## src/rtl/ftog_pkg.sv

```systemverilog
package ftog_pkg;

  function automatic int unsigned win_cycles(input int unsigned mhz, input int unsigned us);
    return (mhz * us < 1) ? 1 : mhz * us;
  endfunction

  function automatic int unsigned cnt_width(input int unsigned maxv);
    return (maxv < 2) ? 1 : $clog2(maxv + 1);
  endfunction

  typedef struct packed {
    logic adv_dev;
    logic adv_sec;
  } tog_adv_t;

endpackage

```

## src/rtl/ftog_strobe.sv

```systemverilog
module ftog_strobe #(
  parameter int SECT_W = 3
) (
  input  logic              clk,
  input  logic              rst,
  input  logic              oe_n,
  input  logic              ce_n,
  input  logic [SECT_W-1:0] sector,
  output logic              rd_end,
  output logic [SECT_W-1:0] sect_q
);
  logic rd_now;
  logic rd_q;

  assign rd_now = ~oe_n & ~ce_n;
  assign rd_end = rd_q & ~rd_now;

  always_ff @(posedge clk) begin
    if (rst) begin
      rd_q   <= 1'b0;
      sect_q <= '0;
    end else begin
      rd_q <= rd_now;
      if (rd_now) sect_q <= sector;
    end
  end
endmodule

```

## src/rtl/ftog_window.sv

```systemverilog
module ftog_window
  import ftog_pkg::*;
#(
  parameter int unsigned ERASE_CYC = 100,
  parameter int unsigned PROG_CYC  = 2
) (
  input  logic clk,
  input  logic rst,
  input  logic cmd_done,
  input  logic cmd_erase,
  input  logic cmd_all_prot,
  output logic win_act
);
  localparam int unsigned MAXC = (ERASE_CYC > PROG_CYC) ? ERASE_CYC : PROG_CYC;
  localparam int unsigned CW   = cnt_width(MAXC);
  localparam logic [CW-1:0] E_LOAD = CW'(ERASE_CYC);
  localparam logic [CW-1:0] P_LOAD = CW'(PROG_CYC);

  logic [CW-1:0] cnt;

  assign win_act = (cnt != '0);

  always_ff @(posedge clk) begin
    if (rst) begin
      cnt <= '0;
    end else if (cmd_done) begin
      if (cmd_all_prot) cnt <= cmd_erase ? E_LOAD : P_LOAD;
      else              cnt <= '0;
    end else if (win_act) begin
      cnt <= cnt - 1'b1;
    end
  end
endmodule

```

## src/rtl/ftog_bit.sv

```systemverilog
module ftog_bit (
  input  logic clk,
  input  logic rst,
  input  logic adv,
  output logic q
);
  always_ff @(posedge clk) begin
    if (rst)      q <= 1'b0;
    else if (adv) q <= ~q;
  end
endmodule

```

## src/rtl/flash_toggle_status.sv

```systemverilog
module flash_toggle_status
  import ftog_pkg::*;
#(
  parameter int unsigned SECTORS       = 8,
  parameter int unsigned CLK_MHZ       = 100,
  parameter int unsigned ERASE_PROT_US = 100,
  parameter int unsigned PROG_PROT_US  = 2,
  parameter int unsigned SECT_W        = (SECTORS < 2) ? 1 : $clog2(SECTORS)
) (
  input  logic               clk,
  input  logic               rst,
  input  logic               oe_n,
  input  logic               ce_n,
  input  logic [SECT_W-1:0]  rd_sector,
  input  logic               cmd_done,
  input  logic               cmd_erase,
  input  logic               cmd_all_prot,
  input  logic               op_busy,
  input  logic               erase_susp,
  input  logic [SECTORS-1:0] erase_sel,
  input  logic [5:0]         pass_bits,
  output logic [7:0]         status_out,
  output logic               array_rd_en
);
  localparam int unsigned ERASE_CYC = win_cycles(CLK_MHZ, ERASE_PROT_US);
  localparam int unsigned PROG_CYC  = win_cycles(CLK_MHZ, PROG_PROT_US);

  logic              rd_end;
  logic [SECT_W-1:0] sect_q;
  logic              win_act;
  logic              sel_hit;
  logic              t6_q;
  logic              t2_q;
  tog_adv_t          adv;

  ftog_strobe #(.SECT_W(SECT_W)) u_strobe (
    .clk(clk), .rst(rst), .oe_n(oe_n), .ce_n(ce_n),
    .sector(rd_sector), .rd_end(rd_end), .sect_q(sect_q)
  );

  ftog_window #(.ERASE_CYC(ERASE_CYC), .PROG_CYC(PROG_CYC)) u_window (
    .clk(clk), .rst(rst), .cmd_done(cmd_done), .cmd_erase(cmd_erase),
    .cmd_all_prot(cmd_all_prot), .win_act(win_act)
  );

  // sector lookup: guard indices beyond the mask when SECTORS is not a power of two
  always_comb begin
    sel_hit = 1'b0;
    for (int i = 0; i < SECTORS; i++) begin
      if (sect_q == SECT_W'(i)) sel_hit = erase_sel[i];
    end
  end

  assign adv.adv_dev = rd_end & (op_busy | win_act);
  assign adv.adv_sec = rd_end & (op_busy | erase_susp) & sel_hit;

  ftog_bit u_dev_bit (.clk(clk), .rst(rst), .adv(adv.adv_dev), .q(t6_q));
  ftog_bit u_sec_bit (.clk(clk), .rst(rst), .adv(adv.adv_sec), .q(t2_q));

  always_ff @(posedge clk) begin
    if (rst) begin
      status_out  <= '0;
      array_rd_en <= 1'b0;
    end else begin
      status_out  <= {pass_bits[5], t6_q, pass_bits[4:2], t2_q, pass_bits[1:0]};
      array_rd_en <= ~(op_busy | erase_susp | win_act | cmd_done);
    end
  end
endmodule

```

## config.mk

```make
export PLATFORM = sky130hd
export DESIGN_NAME = flash_toggle_status
export DESIGN_NICKNAME = d
export VERILOG_FILES = /design/src/rtl/ftog_pkg.sv /design/src/rtl/ftog_strobe.sv /design/src/rtl/ftog_window.sv /design/src/rtl/ftog_bit.sv /design/src/rtl/flash_toggle_status.sv
export SDC_FILE = /design/constraint.sdc
export NUM_CORES = 1
export LEC_CHECK = 0
export ABC_AREA = 0
export ABC_CLOCK_PERIOD_IN_PS = 2260
export BUFFER_PORTS_ARGS = -buffer_cell sky130_fd_sc_hd__clkbuf_2
export CAP_MARGIN = 25
export CORE_MARGIN = 2
export CORE_UTILIZATION = 46
export DETAILED_ROUTE_END_ITERATION = 10
export GPL_TIMING_DRIVEN = 0
export PLACE_DENSITY = 0.74
export SYNTH_ARGS = -nofsm -noshare
export SYNTH_HDL_FRONTEND = slang
export SYNTH_SLANG_ARGS = --single-unit
```

## constraint.sdc

```tcl
create_clock -name clk -period 2.26 [get_ports clk]
set_clock_uncertainty 0.15 [all_clocks]
set_input_delay 0.226 -clock clk [delete_from_list [all_inputs] [get_ports clk]]
set_output_delay 0.226 -clock clk [all_outputs]
set_load 0.02 [all_outputs]
```

=== Yosys cells after proc, flatten, opt, wreduce, memory -nomap -nowiden ===
Index checks and enable logic that the tools add are counted.

* Flip-flop bits (word level): 29
* Input port bits: 26
* Output and inout bits: 9
* Word-level logic and storage cells: 45

* Add/subtract/negate cells: 1
* Equal/unequal tests: 7
* Mux-type cells: 12
* Bitwise operators: 15
* Reductions and logical operators: 3

{| class="wikitable"
|+ Operator list
! cell !! number
|-
| two-way mux 14 bit || 4
|-
| nonzero test 14 bit || 1
|-
| subtractor 14 x 1 -> 14 bit (second input constant) || 1
|-
| == test 3 bit (second input constant) || 4
|-
| two-way mux 1 bit || 8
|-
| == test 3 x 2 -> 1 bit (second input constant) || 2
|-
| inverter 1 bit || 6
|-
| AND 1 bit || 5
|-
| OR 1 bit || 4
|-
| == test 3 x 1 -> 1 bit (second input constant) || 1
|-
| zero test 3 bit || 1
|-
| nonzero test 2 bit || 1
|}

=== Logic depth before layout (Yosys ltp) ===
Gate-level depths: netlist (run 1).

* Word-level depth: 10
* Mapped depth: 7
* Gate-level depth less buffers: 6

=== Modules after synthesis ===
A second synthesis (run 1) with hierarchy kept.

* Cells, all modules: 150
* Area total of the unflattened synthesis: 1,355.0 um2

{| class="wikitable"
|+ By module, submodules not included
! module !! times used !! cells each !! area an instance (um2) !! sequential area each (um2)
|-
| ftog_window || 1 || 98 || 805.8 || 280.3
|-
| flash_toggle_status || 1 || 31 || 335.3 || 180.2
|-
| ftog_strobe || 1 || 15 || 148.9 || 80.1
|-
| ftog_bit || 2 || 3 || 32.5 || 20.0
|}

=== Least setup slack after synthesis (run 1) ===
Ideal clock, no wire load.

* Path kind: reg2reg
* Start: register u_window.cnt[7]
* End: register u_dev_bit.q
* Setup time: 0.123 ns
* Arrival: 1.987 ns
* Data required time: 1.987 ns
* Path slack: 0.000 ns
* Stages on the path, launching flop included: 6
* Path buffers: 1
* Cell sequence: dfxtp_1 or4_4 or4b_1 buf_2 o221ai_2 mux2_1

* Word-level cells in the longest chain between the ends: 3

{| class="wikitable"
|+ Ends and longest elaborated chain
! what !! line !! source
|-
| start: declaration || ftog_window.sv:19 || <nowiki>logic [CW-1:0] cnt;</nowiki>
|-
| start signal: assignment || ftog_window.sv:27 || <nowiki>if (cmd_all_prot) cnt <= cmd_erase ? E_LOAD : P_LOAD;</nowiki>
|-
| start signal: assignment || ftog_window.sv:30 || <nowiki>cnt <= cnt - 1'b1;</nowiki>
|-
| nonzero test 14 bit || ftog_window.sv:21 || <nowiki>assign win_act = (cnt != '0);</nowiki>
|-
| OR 1 bit || flash_toggle_status.sv:54 || <nowiki>assign adv.adv_dev = rd_end & (op_busy | win_act);</nowiki>
|-
| AND 1 bit || flash_toggle_status.sv:54 ||
|-
| end signal: assignment || ftog_bit.sv:9 || <nowiki>else if (adv) q <= ~q;</nowiki>
|-
| end: declaration || ftog_bit.sv:5 || <nowiki>output logic q</nowiki>
|}

No other way between the ends.
A chain may end at the register's enable or synchronous reset.

=== Worst setup path in the final report (run 1) ===
* Start: register u_window.cnt[10]
* End: register u_dev_bit.q

The elaborated chain is that of the path after synthesis.

==> metrics.txt, run 1 <==
# TYPE chip_impl_metric gauge
chip_impl_metric{name="htreeDepth",unit=""} 2
chip_impl_info{name="cts_tree",value="yes"} 1
chip_impl_metric{name="grt_util_met2",unit=""} 0.3300
chip_impl_metric{name="reg2regPathDepth",unit=""} 4
chip_impl_metric{name="timing.slew.headroom",unit=""} 0.6772
chip_impl_metric{name="floorplan.rows",unit=""} 19
chip_impl_info{name="crit-reg2reg-launch",value="u_window.cnt[10]$_SDFFE_PP0P_"} 1
chip_impl_info{name="worst-setup-path-type",value="register to register"} 1
chip_impl_metric{name="pin_count",unit=""} 35
chip_impl_metric{name="required",unit="ps"} 2340
chip_impl_metric{name="numCtsBuffers",unit=""} 5
chip_impl_info{name="hold_start",value="oe_n"} 1
chip_impl_info{name="worstSetupEndpointType",value="register"} 1
chip_impl_metric{name="final_hold_viol_count",unit=""} 0
chip_impl_metric{name="fp.dieW",unit="µm"} 57.01
chip_impl_metric{name="worst_slew_pin_slew",unit="ps"} 472.0
chip_impl_metric{name="numPortBuffers",unit=""} 34
chip_impl_metric{name="grtUsageTotal",unit=""} 0.1987
chip_impl_metric{name="clkTransAtPathRegs",unit="ps"} 90
chip_impl_metric{name="grt_start_max_net_pins",unit=""} 11
chip_impl_metric{name="path_max_fanout",unit=""} 4
chip_impl_metric{name="synth_area",unit="mm²"} 0.001292
chip_impl_info{name="timing.critical_path.cells",value="or4_4 > or4b_4 > o221ai_4 > mux2_4"} 1
chip_impl_info{name="worstReg2RegEnd",value="u_dev_bit.q$_SDFFE_PP0P_"} 1
chip_impl_metric{name="routed_via_density",unit=""} 5.375
chip_impl_metric{name="timing.final.max_slew_violations",unit=""} 0
chip_impl_metric{name="vias",unit=""} 1204
chip_impl_metric{name="core_area",unit="mm²"} 0.002710
chip_impl_info{name="critical-path-slowest-cell",value="or4b_4"} 1
chip_impl_metric{name="p_int",unit="mW"} 1.017
chip_impl_metric{name="post-route-period-util",unit=""} 0.9827
chip_impl_metric{name="initial_core_util",unit=""} 0.4769
chip_impl_metric{name="synth.ff_latch_count",unit=""} 29
chip_impl_metric{name="power.sequential.fraction",unit=""} 0.417
chip_impl_info{name="yosys.cell_count.top_type",value="dfxtp_1"} 1
chip_impl_metric{name="max-clock-path-buffers",unit=""} 2
chip_impl_metric{name="fin_crit",unit="ps"} 2221
chip_impl_metric{name="design.die.area",unit="mm²"} 0.003250
chip_impl_metric{name="p_per_area",unit="mW/mm²"} 869.5
chip_impl_metric{name="drive_above_1_share",unit=""} 0.3264
chip_impl_metric{name="netSwitchingFraction",unit=""} 0.3267
chip_impl_info{name="synthDominantAreaCellType",value="dfxtp_1"} 1
chip_impl_info{name="dominant_combinational_cell_family_by_area_after_synthesis",value="simple AND/OR/NAND/NOR gates"} 1
chip_impl_metric{name="switching_power",unit="µW"} 493.6
chip_impl_metric{name="worst_hold_slack",unit="ps"} 39.72
chip_impl_metric{name="slowest_delay",unit="ps"} 600
chip_impl_metric{name="sequential_fraction_of_the_synthesis_area",unit=""} 0.4492
chip_impl_metric{name="iteration_0_drc_markers",unit=""} 11
chip_impl_info{name="leading_post_synthesis_cells_by_instance_count",value="dfxtp_1, a21oi_1, nor2_1, nor2b_1, o21ai_0"} 1
chip_impl_metric{name="synthCells",unit=""} 139
chip_impl_metric{name="vdd_drop_max",unit="mV"} 0.5454
chip_impl_metric{name="synth_top_area_share",unit=""} 0.4492
chip_impl_metric{name="min_path_cells",unit=""} 2
chip_impl_metric{name="clk_latency",unit="ps"} 330
chip_impl_metric{name="max_clock_freq",unit="MHz"} 450.3
chip_impl_info{name="top_usage_layer",value="met2"} 1
chip_impl_info{name="worst_hold_path.endpoint",value="u_strobe.rd_q$_SDFF_PP0_"} 1
chip_impl_metric{name="p_leak",unit="nW"} 0.7436
chip_impl_metric{name="gr-usage-met1",unit=""} 0.2432
chip_impl_metric{name="initial_antenna_violation_count",unit=""} 0
chip_impl_metric{name="grt_pass1_wl",unit="µm"} 4974
chip_impl_metric{name="postRouteAntennaNets",unit=""} 0
chip_impl_metric{name="cap_violations",unit=""} 0
chip_impl_metric{name="final_stage_net_count",unit=""} 220
chip_impl_metric{name="post_synth_mux_area_share",unit=""} 0.05905
chip_impl_metric{name="syn_nets",unit=""} 167
chip_impl_info{name="post_synth_main_area_contributors",value="dfxtp_1, a21oi_1, nor2b_1, nor2_1, xnor2_1"} 1
chip_impl_metric{name="global_route.usage.met3",unit=""} 0.05442
chip_impl_metric{name="diodes_inserted",unit=""} 0
chip_impl_metric{name="gp_congestion",unit=""} 0.7390
chip_impl_metric{name="drt_drc_violations_left",unit=""} 0
chip_impl_metric{name="place_inst",unit=""} 204
chip_impl_metric{name="first_global_vias",unit=""} 1166
chip_impl_metric{name="critPathArrivalTime",unit="ps"} 2300
chip_impl_info{name="worstHoldPathType",value="input pin to register"} 1
chip_impl_info{name="grt_setup_unrepaired",value="yes"} 1
chip_impl_metric{name="combPwrFrac",unit=""} 0.346
chip_impl_metric{name="ys_types",unit=""} 41
chip_impl_info{name="run_status",value="finished clean"} 1
chip_impl_metric{name="synth_async_sr_flop_share",unit=""} 0
chip_impl_metric{name="setup_violations",unit=""} 0
chip_impl_metric{name="number_of_enable_type_register_cells_in_the_synthesized_netlist",unit=""} 0
chip_impl_metric{name="synth_compound_gate_area_share",unit=""} 0.1636
chip_impl_metric{name="globalRoute.totalOverflow",unit=""} 0
chip_impl_metric{name="ys.warnings.count",unit=""} 0
chip_impl_info{name="cts.root.buffer_cell",value="clkbuf_4"} 1
chip_impl_info{name="critPathLaunchType",value="register"} 1
chip_impl_metric{name="synth_area_per_cell",unit="µm²"} 9.298
chip_impl_metric{name="dr_pass1_iterations",unit=""} 4
chip_impl_metric{name="synth_fa_ha_area_frac",unit=""} 0.01936
chip_impl_metric{name="post-dp-hpwl",unit="µm"} 2047
chip_impl_metric{name="die-height",unit="µm"} 57.01
chip_impl_metric{name="yosys.area_share.xor_xnor",unit=""} 0.02711
chip_impl_metric{name="routed_wire_length_per_instance",unit="µm"} 13.48
chip_impl_metric{name="ff_to_ff_setup_slack",unit="ps"} 40
chip_impl_metric{name="total_detailed_routing_wirelength",unit="µm"} 3019
chip_impl_metric{name="final_cells",unit=""} 224
chip_impl_info{name="primary_ff_master_synth",value="dfxtp_1"} 1
chip_impl_metric{name="synth_simple_gate_area_share",unit=""} 0.2488
chip_impl_metric{name="syn2layout_area_growth",unit="%"} 34.46
chip_impl_metric{name="cts_sinks",unit=""} 29
chip_impl_metric{name="power.share.clock",unit=""} 0.237
-- how the worst max path moves through the flow --
stage | from | endpoint | cells past startpoint
5_1_grt | u_window.cnt[10]$_SDFFE_PP0P_ | u_dev_bit.q$_SDFFE_PP0P_ | 4
4_1_cts | u_window.cnt[10]$_SDFFE_PP0P_ | u_window.cnt[8]$_SDFFE_PP0P_ | 4
3_5_place_dp | u_window.cnt[7]$_SDFFE_PP0P_ | u_dev_bit.q$_SDFFE_PP0P_ | 5
2_1_floorplan | u_window.cnt[7]$_SDFFE_PP0P_ | u_dev_bit.q$_SDFFE_PP0P_ | 5
6_report | u_window.cnt[10]$_SDFFE_PP0P_ | u_dev_bit.q$_SDFFE_PP0P_ | 4
3_3_place_gp | u_window.cnt[7]$_SDFFE_PP0P_ | u_dev_bit.q$_SDFFE_PP0P_ | 5
-- per-layer routing --
layer	vias up	wire length [µm]
met4	0	37
met5	-	0
met1	570	1338
li1	610	-
met3	5	113
met2	19	1529
-- repair_timing --
action,CTS,global route
hold endpoints to repair,10,0
pin swaps,1,1
setup endpoints to repair,6,6
resized for setup,6,3
buffers inserted,1,2
hold buffers,11,0
-- cells by family after synthesis --
kind of cell	after synthesis
muxes	6
xor gates and xnor gates	4
DFF	29
buffers and inverters	11
AOI/OAI and AO/OA	33
adders and majority gates	2
and+or+nand+nor	54
-- power by group through the flow --
stage / sequential, mW / combinational [mW] / clock [mW]
2_1_floorplan: 0.629 / 0.343 / 0
3_3_place_gp: 0.629 / 0.433 / 0
3_5_place_dp: 0.635 / 0.449 / 0
4_1_cts: 0.627 / 0.477 / 0.369
5_1_grt: 0.643 / 0.575 / 0.401
6_report: 0.629 / 0.523 / 0.359
-- through the flow --
step           power [mW]  worst slack [ps]    util  instance area (µm²)  setup TNS (ps)
6_report            1.511             39.05  0.6413                 1738               0
4_1_cts             1.474             25.75  0.6302                 1708               0
5_1_grt             1.619            -21.21  0.6413                 1738          -21.21
3_5_place_dp        1.083            -85.23  0.5563                 1508          -85.23
3_3_place_gp        1.062            -59.90  0.5563                 1508          -59.90
2_1_floorplan      0.9721             4.138       -                 1299               0
-- state kept, by name, indices dropped and copies added (netlist names) --
signal,cells
u_sec_bit.q,1
status_out,8
u_strobe.rd_q,1
u_dev_bit.q,1
array_rd_en,1
u_window.cnt,14
u_strobe.sect_q,3
-- cell type report --
| type | count | area [µm²] |
|---|---|---|
| Buffer | 3 | 11.26 |
| Clock buffer | 7 | 65.06 |
| Clock inverter | 1 | 5.005 |
| Fill cell | 236 | 972.2 |
| Inverter | 6 | 22.52 |
| Multi-Input combinational cell | 99 | 708.2 |
| Sequential cell | 29 | 584.3 |
| Tap cell | 31 | 38.79 |
| Timing Repair Buffer | 48 | 302.8 |
-- critical path, delay by kind of cell (launching register included) --
kind            cells  cell delay, ps
compound gates      1             170
flops               1             340
mux                 1             310
simple gates        2            1170
-- placed cells by master, fill, tap and decap left out, drive strengths merged, types with 2 or more instances in the layout --
cell         count
nor2            11
o21ai            6
a21oi           14
dfxtp           29
nor4             4
clkbuf          43
nand2            5
clkinv           2
nor4b            2
mux2             3
nor3             4
nand3b           2
dlygate4sd3     11
ha               2
or2              4
o221ai           2
mux2i            2
a31oi            2
buf              4
inv              5
a211oi           2
xnor2            4
nor2b           11
or4              3
a2111oi          2
or3              3
(Power assumes the default switching activity.)
==> run 2: changes to the inputs <==
Settings changed: SYNTH_HIERARCHICAL set to 1.
==> run 2 against run 1 <==
  * The run now ends with negative setup slack left
  * Setup slack got worse by 310 ps
  * Register-to-register slack got worse by 310 ps
  * Via count increased by 9.4%
  * Design area up 4.0%
  * Worst hold slack lost 6.2 ps
  * Synthesized cell count rose by 7.9%
  * Combinational power is 17% lower
  * Critical path depth is 1 higher
  * Die area up 4.5%
  * Count of clock-buffer cells in the layout fell by 1
  * Largest power group unchanged
==> metrics.txt, run 2 <==
# TYPE chip_impl_metric gauge
chip_impl_info{name="registers.top_by_ff_count",value="u_window/cnt"} 1
chip_impl_info{name="synthDominantAreaCellType",value="dfxtp_1"} 1
chip_impl_metric{name="numPortBuffers",unit=""} 34
chip_impl_info{name="critPathLaunchType",value="register"} 1
chip_impl_metric{name="diodes_inserted",unit=""} 0
chip_impl_metric{name="final_stage_net_count",unit=""} 230
chip_impl_metric{name="syn2layout_area_growth",unit="%"} 33.33
chip_impl_metric{name="routed_via_density",unit=""} 5.604
chip_impl_metric{name="synth_fa_ha_area_frac",unit=""} 0.009234
chip_impl_info{name="primary_ff_master_synth",value="dfxtp_1"} 1
chip_impl_metric{name="first_global_vias",unit=""} 1207
chip_impl_metric{name="vdd_drop_max",unit="mV"} 0.5812
chip_impl_metric{name="synth_async_sr_flop_share",unit=""} 0
chip_impl_metric{name="clk_latency",unit="ps"} 340
chip_impl_metric{name="iteration_0_drc_markers",unit=""} 62
chip_impl_metric{name="timing.slew.headroom",unit=""} 0.5738
chip_impl_metric{name="switching_power",unit="µW"} 442.9
chip_impl_metric{name="combPwrFrac",unit=""} 0.327
chip_impl_metric{name="grtUsageTotal",unit=""} 0.2099
chip_impl_metric{name="gp_congestion",unit=""} 0.8406
chip_impl_metric{name="fin_crit",unit="ps"} 2527
chip_impl_metric{name="p_int",unit="µW"} 887.8
chip_impl_metric{name="cap_violations",unit=""} 0
chip_impl_info{name="most_common_cell_after_layout_fill_and_taps_aside",value="clkbuf_2"} 1
chip_impl_metric{name="grt_pass1_wl",unit="µm"} 5271
chip_impl_metric{name="floorplan.rows",unit=""} 19
chip_impl_metric{name="max-clock-path-buffers",unit=""} 2
chip_impl_info{name="registers_with_the_highest_flip_flop_counts",value="u_window/cnt (14), status_out (8), u_strobe/sect_q (3)"} 1
chip_impl_metric{name="postRouteAntennaNets",unit=""} 0
chip_impl_info{name="failed_checks",value="negative setup slack"} 1
chip_impl_metric{name="initial_core_util",unit=""} 0.4872
chip_impl_metric{name="netSwitchingFraction",unit=""} 0.3328
chip_impl_metric{name="synthCells",unit=""} 150
chip_impl_metric{name="power.share.clock",unit=""} 0.225
chip_impl_metric{name="setup_violations",unit=""} 5
chip_impl_info{name="grt_setup_unrepaired",value="yes"} 1
chip_impl_metric{name="post-route-period-util",unit=""} 1.118
chip_impl_metric{name="final.fill_count",unit=""} 239
chip_impl_metric{name="placed_cell_area",unit="mm²"} 0.001599
chip_impl_metric{name="largest_register_ffs",unit=""} 14
chip_impl_metric{name="final_hold_viol_count",unit=""} 0
chip_impl_metric{name="synth.ff_latch_count",unit=""} 29
chip_impl_metric{name="required",unit="ps"} 2390
chip_impl_metric{name="final_area",unit="mm²"} 0.001807
chip_impl_metric{name="ys.warnings.count",unit=""} 6
chip_impl_metric{name="p_per_area",unit="mW/mm²"} 736.5
chip_impl_metric{name="pin_count",unit=""} 35
chip_impl_metric{name="design.die.area",unit="mm²"} 0.003396
chip_impl_metric{name="total_detailed_routing_wirelength",unit="µm"} 3324
chip_impl_metric{name="post_synth_mux_area_share",unit=""} 0.03970
chip_impl_metric{name="fp.dieW",unit="µm"} 58.28
chip_impl_info{name="final_cell_mix",value="clkbuf_2, dfxtp_1, a21oi_1, dlygate4sd3_1, nor2_1"} 1
chip_impl_metric{name="p_leak",unit="nW"} 0.7538
chip_impl_metric{name="synth_area",unit="mm²"} 0.001355
chip_impl_metric{name="post-dp-hpwl",unit="µm"} 2212
chip_impl_metric{name="sequential_fraction_of_the_synthesis_area",unit=""} 0.4284
chip_impl_metric{name="ys_types",unit=""} 38
chip_impl_metric{name="synth_area_per_cell",unit="µm²"} 9.034
chip_impl_metric{name="vias",unit=""} 1317
chip_impl_metric{name="path_max_fanout",unit=""} 7
chip_impl_info{name="cts_tree",value="yes"} 1
chip_impl_info{name="worstSetupEndpointType",value="register"} 1
chip_impl_metric{name="timing.final.max_slew_violations",unit=""} 0
chip_impl_info{name="dominant_combinational_cell_family_by_area_after_synthesis",value="simple AND/OR/NAND/NOR gates"} 1
chip_impl_info{name="cts.root.buffer_cell",value="clkbuf_4"} 1
chip_impl_info{name="worstHoldPathType",value="input pin to register"} 1
chip_impl_metric{name="synth_simple_gate_area_share",unit=""} 0.2798
chip_impl_metric{name="utilization",unit=""} 0.6496
chip_impl_metric{name="yosys.area_share.xor_xnor",unit=""} 0.02585
chip_impl_metric{name="worst_slew_pin_slew",unit="ps"} 633.5
chip_impl_info{name="post_synth_main_area_contributors",value="dfxtp_1, a21oi_1, or4_1, nor2b_1, or3b_1"} 1
chip_impl_metric{name="drt_drc_violations_left",unit=""} 0
chip_impl_metric{name="synth_top_area_share",unit=""} 0.4284
chip_impl_metric{name="syn_nets",unit=""} 177
chip_impl_metric{name="routed_wire_length_per_instance",unit="µm"} 14.14
chip_impl_info{name="leading_post_synthesis_cells_by_instance_count",value="dfxtp_1, a21oi_1, nor2_1"} 1
chip_impl_metric{name="clkTransAtPathRegs",unit="ps"} 100
chip_impl_metric{name="htreeDepth",unit=""} 2
chip_impl_info{name="worst-setup-path-type",value="register to register"} 1
chip_impl_metric{name="core_area",unit="mm²"} 0.002781
chip_impl_metric{name="setup_slack_of_the_critical_path_after_layout",unit="ps"} -266.9
chip_impl_metric{name="power.sequential.fraction",unit=""} 0.447
chip_impl_metric{name="globalRoute.totalOverflow",unit=""} 0
chip_impl_metric{name="numCtsBuffers",unit=""} 5
chip_impl_metric{name="die-height",unit="µm"} 58.28
chip_impl_metric{name="initial_antenna_violation_count",unit=""} 0
chip_impl_metric{name="synth_compound_gate_area_share",unit=""} 0.1727
chip_impl_info{name="run_status",value="complete, but fails checks"} 1
chip_impl_metric{name="drive_above_1_share",unit=""} 0.3235
chip_impl_metric{name="number_of_enable_type_register_cells_in_the_synthesized_netlist",unit=""} 0
chip_impl_metric{name="cts_sinks",unit=""} 29
chip_impl_metric{name="critPathArrivalTime",unit="ps"} 2650
chip_impl_metric{name="grt_start_max_net_pins",unit=""} 20
chip_impl_metric{name="multi_input_gate_area",unit="µm²"} 767.0
chip_impl_metric{name="ff_latch_area",unit="µm²"} 589.3
chip_impl_metric{name="dr_pass1_iterations",unit=""} 4
chip_impl_metric{name="max_clock_freq",unit="MHz"} 395.7
chip_impl_info{name="yosys.cell_count.top_type",value="dfxtp_1"} 1
-- run 2: stage by stage --
step / worst slack (ps) / power (mW) / hold slack (ps) / std cells / setup TNS, ps
floorplan: -304.4 / 0.8792 / 142.7 / 150 / -534.9
global placement: -401.2 / 0.9599 / 256.5 / 215 / -744.5
detailed placement: -416.3 / 0.9764 / 261.5 / 215 / -811.5
CTS: -265.4 / 1.321 / 8.575 / 236 / -1642
finish: -266.9 / 1.331 / 33.53 / 235 / -781.4
global route: -287.7 / 1.417 / 3.531 / 235 / -1042
-- run 2: final timing paths --
check,from,to,slack (ps),cells past startpoint
hold / removal,cmd_done,array_rd_en$_SDFF_PP0_,30,3
setup reg to reg,u_window/cnt[8]$_SDFFE_PP0P_,array_rd_en$_SDFF_PP0_,-270,5
hold reg to reg,u_sec_bit/q$_SDFFE_PP0P_,status_out[2]$_SDFF_PP0_,330,1
setup / recovery,u_window/cnt[8]$_SDFFE_PP0P_,array_rd_en$_SDFF_PP0_,-270,5
-- run 2: cell type report --
type                            instances  share of cell area
Clock inverter                          2            0.005540
Tap cell                               31             0.02147
Timing Repair Buffer                   49              0.1724
Inverter                                5             0.01177
Sequential cell                        29              0.3262
Multi-Input combinational cell        108              0.4245
Clock buffer                            6             0.02285
Buffer                                  5             0.01524
-- run 2: power by group through the flow --
stage                     Clock, mW  Combinational [mW]  Sequential, mW
after floorplan                   0               0.273           0.606
after global placement            0               0.357           0.603
after detailed placement          0               0.368           0.608
after CTS                     0.314               0.414           0.592
after global routing          0.339               0.477           0.601
final                         0.300               0.436           0.595
-- run 2: cell families (layout without fill, tap and decap cells) --
logic type,Yosys count,count (layout)
muxes,5,5
xor gates and xnor gates,4,4
DFF,29,29
adders and majority gates,1,1
AOI/OAI and AO/OA,36,36
and+or+nand+nor,62,62
buffers and inverters,13,67
-- run 2: worst max-delay path, stage by stage (launching register included) --
cell and delay, ps:
dfxtp_2 370, or4_4 540, or4_4 540, or3_4 350, or4_1 400, nor2_1 110
-- run 2: repair_timing --
action,CTS,global route
pin swaps,2,2
setup endpoints to repair,5,15
setup buffers,5,0
hold buffers,10,0
gates resized for setup,6,5
endpoints found under the hold margin,8,0
-- run 2: layer usage --
layer  track usage  up-vias  share of wire
li1              -      664              -
met1        0.2545      613           0.44
met2        0.3403       37           0.51
met3       0.08705        3          0.049
met4       0.05980        0         0.0075
met5             0        -              0
